==> config.mk <==
export PLATFORM = sky130hd
export DESIGN_NAME = uart_flow_gate
export DESIGN_NICKNAME = d
export VERILOG_FILES = /design/src/rtl/uart_fc_pkg.sv /design/src/rtl/fc_cfg_shadow.sv /design/src/rtl/fc_cts_sync.sv /design/src/rtl/fc_frame_track.sv /design/src/rtl/uart_flow_gate.sv
export SDC_FILE = /design/constraint.sdc
export NUM_CORES = 1
export LEC_CHECK = 0
export BUFFER_PORTS_ARGS = -buffer_cell sky130_fd_sc_hd__clkbuf_2
export CAP_MARGIN = 20
export CORE_AREA = 4 4 41 43
export DETAILED_ROUTE_END_ITERATION = 12
export DIE_AREA = 0 0 45 47
export SETUP_SLACK_MARGIN = 0.02
export SYNTH_ARGS = -nofsm -noshare
export SYNTH_HDL_FRONTEND = slang
export SYNTH_SLANG_ARGS = --single-unit
export TNS_END_PERCENT = 1
==> constraint.sdc <==
create_clock -name clk_i -period 1.05 [get_ports clk_i]
set_input_delay 0.105 -clock clk_i [delete_from_list [all_inputs] [get_ports clk_i]]
set_output_delay 0.105 -clock clk_i [all_outputs]
set_load 0.01 [all_outputs]
==> src/rtl/uart_fc_pkg.sv <==
package uart_fc_pkg;
  typedef struct packed {
    logic cts_en;
    logic rts_en;
    logic de_mode;
    logic de_pol;
  } fc_cfg_t;

  localparam fc_cfg_t FC_CFG_RST = '0;
endpackage

==> src/rtl/fc_cfg_shadow.sv <==
module fc_cfg_shadow
  import uart_fc_pkg::*;
(
  input  logic    clk_i,
  input  logic    rst_ni,
  input  logic    uart_en_i,
  input  fc_cfg_t cfg_i,
  output fc_cfg_t cfg_o
);
  fc_cfg_t cfg_q;

  always_ff @(posedge clk_i or negedge rst_ni) begin
    if (!rst_ni)         cfg_q <= FC_CFG_RST;
    else if (!uart_en_i) cfg_q <= cfg_i;
  end

  assign cfg_o = cfg_q;

  p_cfg_locked_r7: assert property (@(posedge clk_i) disable iff (!rst_ni)
    uart_en_i |=> $stable(cfg_o));
endmodule

==> src/rtl/fc_cts_sync.sv <==
module fc_cts_sync #(
  parameter int STAGES = 2
) (
  input  logic clk_i,
  input  logic rst_ni,
  input  logic cts_n_i,
  input  logic watch_i,
  input  logic clr_i,
  output logic cts_n_s_o,
  output logic flag_o
);
  logic [STAGES-1:0] sync_q;
  logic              prev_q;
  logic              flag_q;
  logic              chg;

  // idle value is deasserted (high) so reset never looks like an edge
  always_ff @(posedge clk_i or negedge rst_ni) begin
    if (!rst_ni) begin
      sync_q <= '1;
      prev_q <= 1'b1;
    end else begin
      sync_q <= {sync_q[STAGES-2:0], cts_n_i};
      prev_q <= sync_q[STAGES-1];
    end
  end

  assign chg       = sync_q[STAGES-1] ^ prev_q;
  assign cts_n_s_o = sync_q[STAGES-1];

  always_ff @(posedge clk_i or negedge rst_ni) begin
    if (!rst_ni)               flag_q <= 1'b0;
    else if (chg && watch_i)   flag_q <= 1'b1;
    else if (clr_i)            flag_q <= 1'b0;
  end

  assign flag_o = flag_q;

  p_chg_sets_flag_r8: assert property (@(posedge clk_i) disable iff (!rst_ni)
    (chg && watch_i) |=> flag_o);
  p_flag_sticky_r8: assert property (@(posedge clk_i) disable iff (!rst_ni)
    (flag_o && !clr_i) |=> flag_o);
endmodule

==> src/rtl/fc_frame_track.sv <==
module fc_frame_track (
  input  logic clk_i,
  input  logic rst_ni,
  input  logic start_i,
  input  logic done_i,
  output logic active_o,
  output logic active_d_o
);
  logic active_q;
  logic active_d;

  always_comb begin
    active_d = active_q;
    if (start_i)     active_d = 1'b1;
    else if (done_i) active_d = 1'b0;
  end

  always_ff @(posedge clk_i or negedge rst_ni) begin
    if (!rst_ni) active_q <= 1'b0;
    else         active_q <= active_d;
  end

  assign active_o   = active_q;
  assign active_d_o = active_d;

  p_de_on_start_r5: assert property (@(posedge clk_i) disable iff (!rst_ni)
    start_i |=> active_o);
  p_de_hold_r5: assert property (@(posedge clk_i) disable iff (!rst_ni)
    (active_o && !done_i) |=> active_o);
  p_de_drop_r5: assert property (@(posedge clk_i) disable iff (!rst_ni)
    (done_i && !start_i) |=> !active_o);
endmodule

==> src/rtl/uart_flow_gate.sv <==
module uart_flow_gate
  import uart_fc_pkg::*;
#(
  parameter int SYNC_STAGES = 2
) (
  input  logic clk_i,
  input  logic rst_ni,
  input  logic uart_en_i,
  input  logic cts_en_i,
  input  logic rts_en_i,
  input  logic de_mode_i,
  input  logic de_pol_i,
  input  logic cts_irq_en_i,
  input  logic cts_n_i,
  input  logic tx_valid_i,
  input  logic tx_busy_i,
  input  logic tx_done_i,
  input  logic rx_space_i,
  input  logic cts_clr_i,
  output logic tx_start_o,
  output logic rts_de_o,
  output logic cts_flag_o,
  output logic cts_irq_o
);
  fc_cfg_t cfg_in, cfg;
  logic    cts_n_s;
  logic    de_act, de_act_d;
  logic    pin_d, pin_q;
  logic    cts_ok;

  assign cfg_in = '{cts_en: cts_en_i, rts_en: rts_en_i,
                    de_mode: de_mode_i, de_pol: de_pol_i};

  fc_cfg_shadow u_cfg (
    .clk_i    (clk_i),
    .rst_ni   (rst_ni),
    .uart_en_i(uart_en_i),
    .cfg_i    (cfg_in),
    .cfg_o    (cfg)
  );

  fc_cts_sync #(.STAGES(SYNC_STAGES)) u_sync (
    .clk_i    (clk_i),
    .rst_ni   (rst_ni),
    .cts_n_i  (cts_n_i),
    .watch_i  (cfg.cts_en),
    .clr_i    (cts_clr_i),
    .cts_n_s_o(cts_n_s),
    .flag_o   (cts_flag_o)
  );

  // gate only new starts; a frame in flight is governed by busy alone
  assign cts_ok     = !cfg.cts_en || !cts_n_s;
  assign tx_start_o = uart_en_i && tx_valid_i && !tx_busy_i && cts_ok;

  fc_frame_track u_frame (
    .clk_i     (clk_i),
    .rst_ni    (rst_ni),
    .start_i   (tx_start_o),
    .done_i    (tx_done_i),
    .active_o  (de_act),
    .active_d_o(de_act_d)
  );

  always_comb begin
    if (cfg.de_mode)     pin_d = de_act_d ^ cfg.de_pol;
    else if (cfg.rts_en) pin_d = !(uart_en_i && rx_space_i);
    else                 pin_d = 1'b0;
  end

  always_ff @(posedge clk_i or negedge rst_ni) begin
    if (!rst_ni) pin_q <= 1'b0;
    else         pin_q <= pin_d;
  end

  assign rts_de_o  = pin_q;
  assign cts_irq_o = cts_flag_o && cts_irq_en_i;

  p_start_cts_low_r1: assert property (@(posedge clk_i) disable iff (!rst_ni)
    (tx_start_o && cfg.cts_en) |-> !cts_n_s);
  p_start_idle_r11: assert property (@(posedge clk_i) disable iff (!rst_ni)
    tx_start_o |-> (!tx_busy_i && uart_en_i));
  p_rts_no_space_r4: assert property (@(posedge clk_i) disable iff (!rst_ni)
    (uart_en_i && cfg.rts_en && !cfg.de_mode && !rx_space_i) |=> rts_de_o);
  p_de_tracks_frame_r5: assert property (@(posedge clk_i) disable iff (!rst_ni)
    (uart_en_i && cfg.de_mode) |=> (rts_de_o == (de_act ^ cfg.de_pol)));
endmodule

==> results.md <==
Power and ir drop:
- The worst-case IR drop observed on VDD is 0.000830 V.
- In this run the static leakage power is 0.306 nW.
- The total power density per cell area is 1420 mW/mm2.

Synth:
- Summing the areas of all and, or, nand and nor instances in the mapped netlist gives around 16% of the synthesized area.
- The synthesized-area fraction occupied by xor and xnor cells is 2.17%.
- The number of synthesized flops with an enable pin is 0.
- The largest area contributor in the netlist is dfrtp_1.
- The adder-cell area share of the yosys netlist is 0%.
- Synthesis inferred 10 register bits.
- The top cell type by area accounts for a little over two fifths of the synthesized area.
- The synthesized-area fraction occupied by ao, oa, aoi and oai cells is 6.19%.
- The number of different library cells used by synthesis comes to 17.
- The proportion of synthesized flip-flops having asynchronous set or reset is 100%.
- Sequential cells were found to cover 62.8% of the synthesized design area.
- The portion of synthesized area spent on multiplexers is 11.1%.
- Counting instances in the post-synthesis netlist gives the leading cell types as dfrtp_1 (7), mux2_2 (4), dfstp_2 (3).
- When the netlist entered floorplanning its net count stood at 45.
- Sorting the synthesized cells by area gives the leading types as dfrtp_1 (43%), dfstp_2 (20%), mux2_2 (11%), and2_1 (3.1%), nand3b_2 (2.8%).
- Summing every instance area after synthesis gives slightly above 400 um2.
- The main combinational cell family by area after synthesis is simple AND/OR/NAND/NOR gates.
- The number of cells produced by synthesis is 31.
- For this run, the leading register cell type out of synthesis is dfrtp_1.
- Yosys instantiated no cell more often than dfrtp_1.
- The warning count from the yosys run is 0.
- Averaged over all synthesized cells, the footprint is 13.0 um2.

Timing:
- Setup repair after global routing could not meet its margin everywhere.
- In the post-route analysis, the smallest setup slack over all paths is -0.205 ns.
- The clock skew after layout is 0.00726 ns.
- The upper clock frequency limit is 797 MHz.
- For the pin with the worst max-slew slack, the measured transition is 0.231 ns.
- The final count of pins violating max slew is 0.
- The period utilization is 120%.
- Setup violations remaining at the end of the flow were counted as 2.
- The number of endpoints with negative hold slack in the final report was 0.
- The worst max-slew margin expressed relative to the limit is between 80% and 90%.
- The time the final worst path needs with I/O delays and setup is 1.25 ns.
- The minimum hold slack is 0.0212 ns.

Drt:
- The DRC marker count from the first detailed-route iteration is 1.
- Dividing the detail-routed wire length by the instance count gives 10.6 um.
- The per-cell via count in the routed design is 4.41.
- After detailed routing, the total wire length is 803 um.
- The first TritonRoute pass finished after 2 iterations.
- The total via count in the routed design is 335.
- In this run the remaining antenna-violating nets after routing total 0.
- For this run, design rule violations remaining after detail routing come to 0.

Clocking:
- CTS built an H-tree with a depth of 1.
- The clock insertion delay at the later pin of the skew report is approximately 0.26 ns.
- The clock drives 10 sinks.
- The clock slew seen by the registers of the worst setup and hold paths is 0.06 ns.
- CTS placed an instance of clkbuf_4 at the clock tree root.
- The number of clock buffers added by TritonCTS is 3.
- TritonCTS built the clock tree.
- No sink is reached through more buffers than the 2 on the longest clock path.

Place:
- The detailed placement HPWL is 663 um.
- The post-place instance area is 556 um2.
- The count of buffers added on input and output ports is 17.
- The routability-driven placement congestion ratio is 0.610.

Run:
- The number of max-cap violations is 0.

Worst setup path:
- The most critical setup path has its startpoint at u_sync.sync_q[1].
- The slack of the worst reg-to-reg path is -0.10 ns.
- The class of the most critical setup path is flop to output port.
- The reg-to-reg startpoint is u_cfg.cfg_o[3].
- Of all nets on the critical path, the largest fanout is 2.
- The required time at the endpoint of the critical path is 0.94 ns.
- The type of element launching the critical path is a flop.
- The data arrival at the endpoint of the critical path is 1.15 ns.
- STA classifies the critical path endpoint as an output port.

Layout:
- The post-synthesis to final-layout area growth is 51.7%.
- Summing all flip-flop and latch instances after layout gives 254 um2.
- After filler insertion, the fill cell instance count of the layout stands at 147.
- The final design utilization is 47.1%.
- The footprint of the multi-input gates is 145 um2.
- The post-layout instance area is 613 um2.
- The number of diodes is 0.
- The final layout contains between 70 and 80 nets.
- The layout cell share with drive strength beyond 1 is 59.0%.

Min path:
- The worst hold path begins at cts_clr_i.
- The worst hold path belongs to the class primary input to flop.

Floorplanning:
- The die footprint is 0.00212 mm2.
- The die span in x is 45 um.
- The y dimension of the die is 47 um.
- Once the floorplan was initialized, standard cells occupied 31.1% of the core.
- The number of standard-cell rows in the floorplan is 13.
- The core region is 0.00130 mm2.
- The I/O pin count is 18.

Global route:
- The number of global-route vias before repair came to 335.
- The global routing usage summed across all routing layers is 9.19%.
- The first global-routing pass estimated approximately 1400 um of wire.
- Entering global routing, the biggest net connects 11 pins.
- The number of antenna violations at the first check in global routing came to 0.
- The global route total overflow is 0.

Status:
- The run finished, with violations left.
- The checks that failed: setup timing.
layer usage:
metal,GRT usage (%),wire length (um),up-vias
met5,0,0,-
met4,5.26,0,0
met3,4.98,98,0
met2,13.6,367,13
met1,10.6,337,151
li1,-,-,171
stage by stage:
step | total power [mW] | setup WS, ns | instances | TNS (ns)
3_3_place_gp | 0.598 | -0.0340 | 69 | -0.0340
2_1_floorplan | 0.511 | -0.0464 | 31 | -0.0464
5_1_grt | 0.939 | -0.256 | 76 | -0.460
3_5_place_dp | 0.601 | -0.0438 | 69 | -0.0438
6_report | 0.872 | -0.205 | 76 | -0.305
4_1_cts | 0.892 | -0.221 | 76 | -0.331
cells by family (layout without fill, tap and decap cells):
| family | Yosys count | in the layout |
|---|---|---|
| compound gates | 4 | 4 |
| xor+xnor | 1 | 1 |
| simple gates | 10 | 10 |
| flops | 10 | 10 |
| mux | 4 | 4 |
| buf+inv | 2 | 32 |
where the power goes:
| part | switching, mW | internal [mW] |
|---|---|---|
| combinational | 0.0650 | 0.0960 |
| clock | 0.122 | 0.146 |
| sequential | 0.0164 | 0.427 |
| total | 0.203 | 0.669 |
worst max-delay path, stage by stage, from the launching register on:
cell,delay (ns)
dfstp_2,0.53
and2_4,0.13
buf_6,0.08
nor2_1,0.03
clkbuf_2,0.12
sequential cells by signal (all words and copies together), names as in the netlist:
register,flops
u_sync.prev_q,1
u_sync.flag_o,1
rts_de_o,1
u_cfg.cfg_o,4
u_frame.active_o,1
u_sync.sync_q,2
repair_timing:
| action | 4_1_cts | 5_1_grt |
|---|---|---|
| setup buffers | 1 | 0 |
| endpoints found under the hold margin | 11 | 0 |
| hold buffers | 2 | 0 |
| resized for setup | 1 | 1 |
| endpoints found under the setup margin | 2 | 5 |
| pin swaps | 3 | 3 |
worst paths after layout:
path | end | cells past startpoint
worst max-delay path | tx_start_o | 4
worst min-delay path | u_sync.flag_o | 2
worst max register to register | rts_de_o | 5
worst min register to register | u_sync.sync_q[1] | 0
max in group asynchronous | u_sync.sync_q[0] | 2
min in group asynchronous | u_cfg.cfg_o[1] | 2
final cells by class:
class / instances / area share (%)
clock buffer: 4 / 4.29
sequential: 10 / 41.4
inverter: 2 / 1.22
multi-input combinational: 19 / 23.7
timing repair buffer: 26 / 26.3
tap: 15 / 3.06
cell usage in the layout, fill, tap and decap left out:
cell / netlist / routed
clkbuf_2: 0 / 17
dfrtp_1: 7 / 7
buf_4: 0 / 6
mux2_2: 4 / 4
clkbuf_4: 0 / 3
dfstp_2: 3 / 3
nand2_1: 2 / 2
dlygate4sd3_1: 0 / 2
and2_4: 0 / 1
nand3b_2: 1 / 1
nor2_1: 1 / 1
nand2b_1: 1 / 1
o21ai_0: 2 / 1
o2111ai_1: 1 / 1
clkinv_1: 1 / 1
nor4bb_1: 1 / 1
a31oi_1: 1 / 1
or4_1: 1 / 1
nand3_1: 1 / 1
inv_1: 1 / 1
xor2_1: 1 / 1
o21ai_1: 0 / 1
and2_1: 2 / 1
clkbuf_1: 0 / 1
buf_6: 0 / 1
Power figures use the tool's default switching activity.
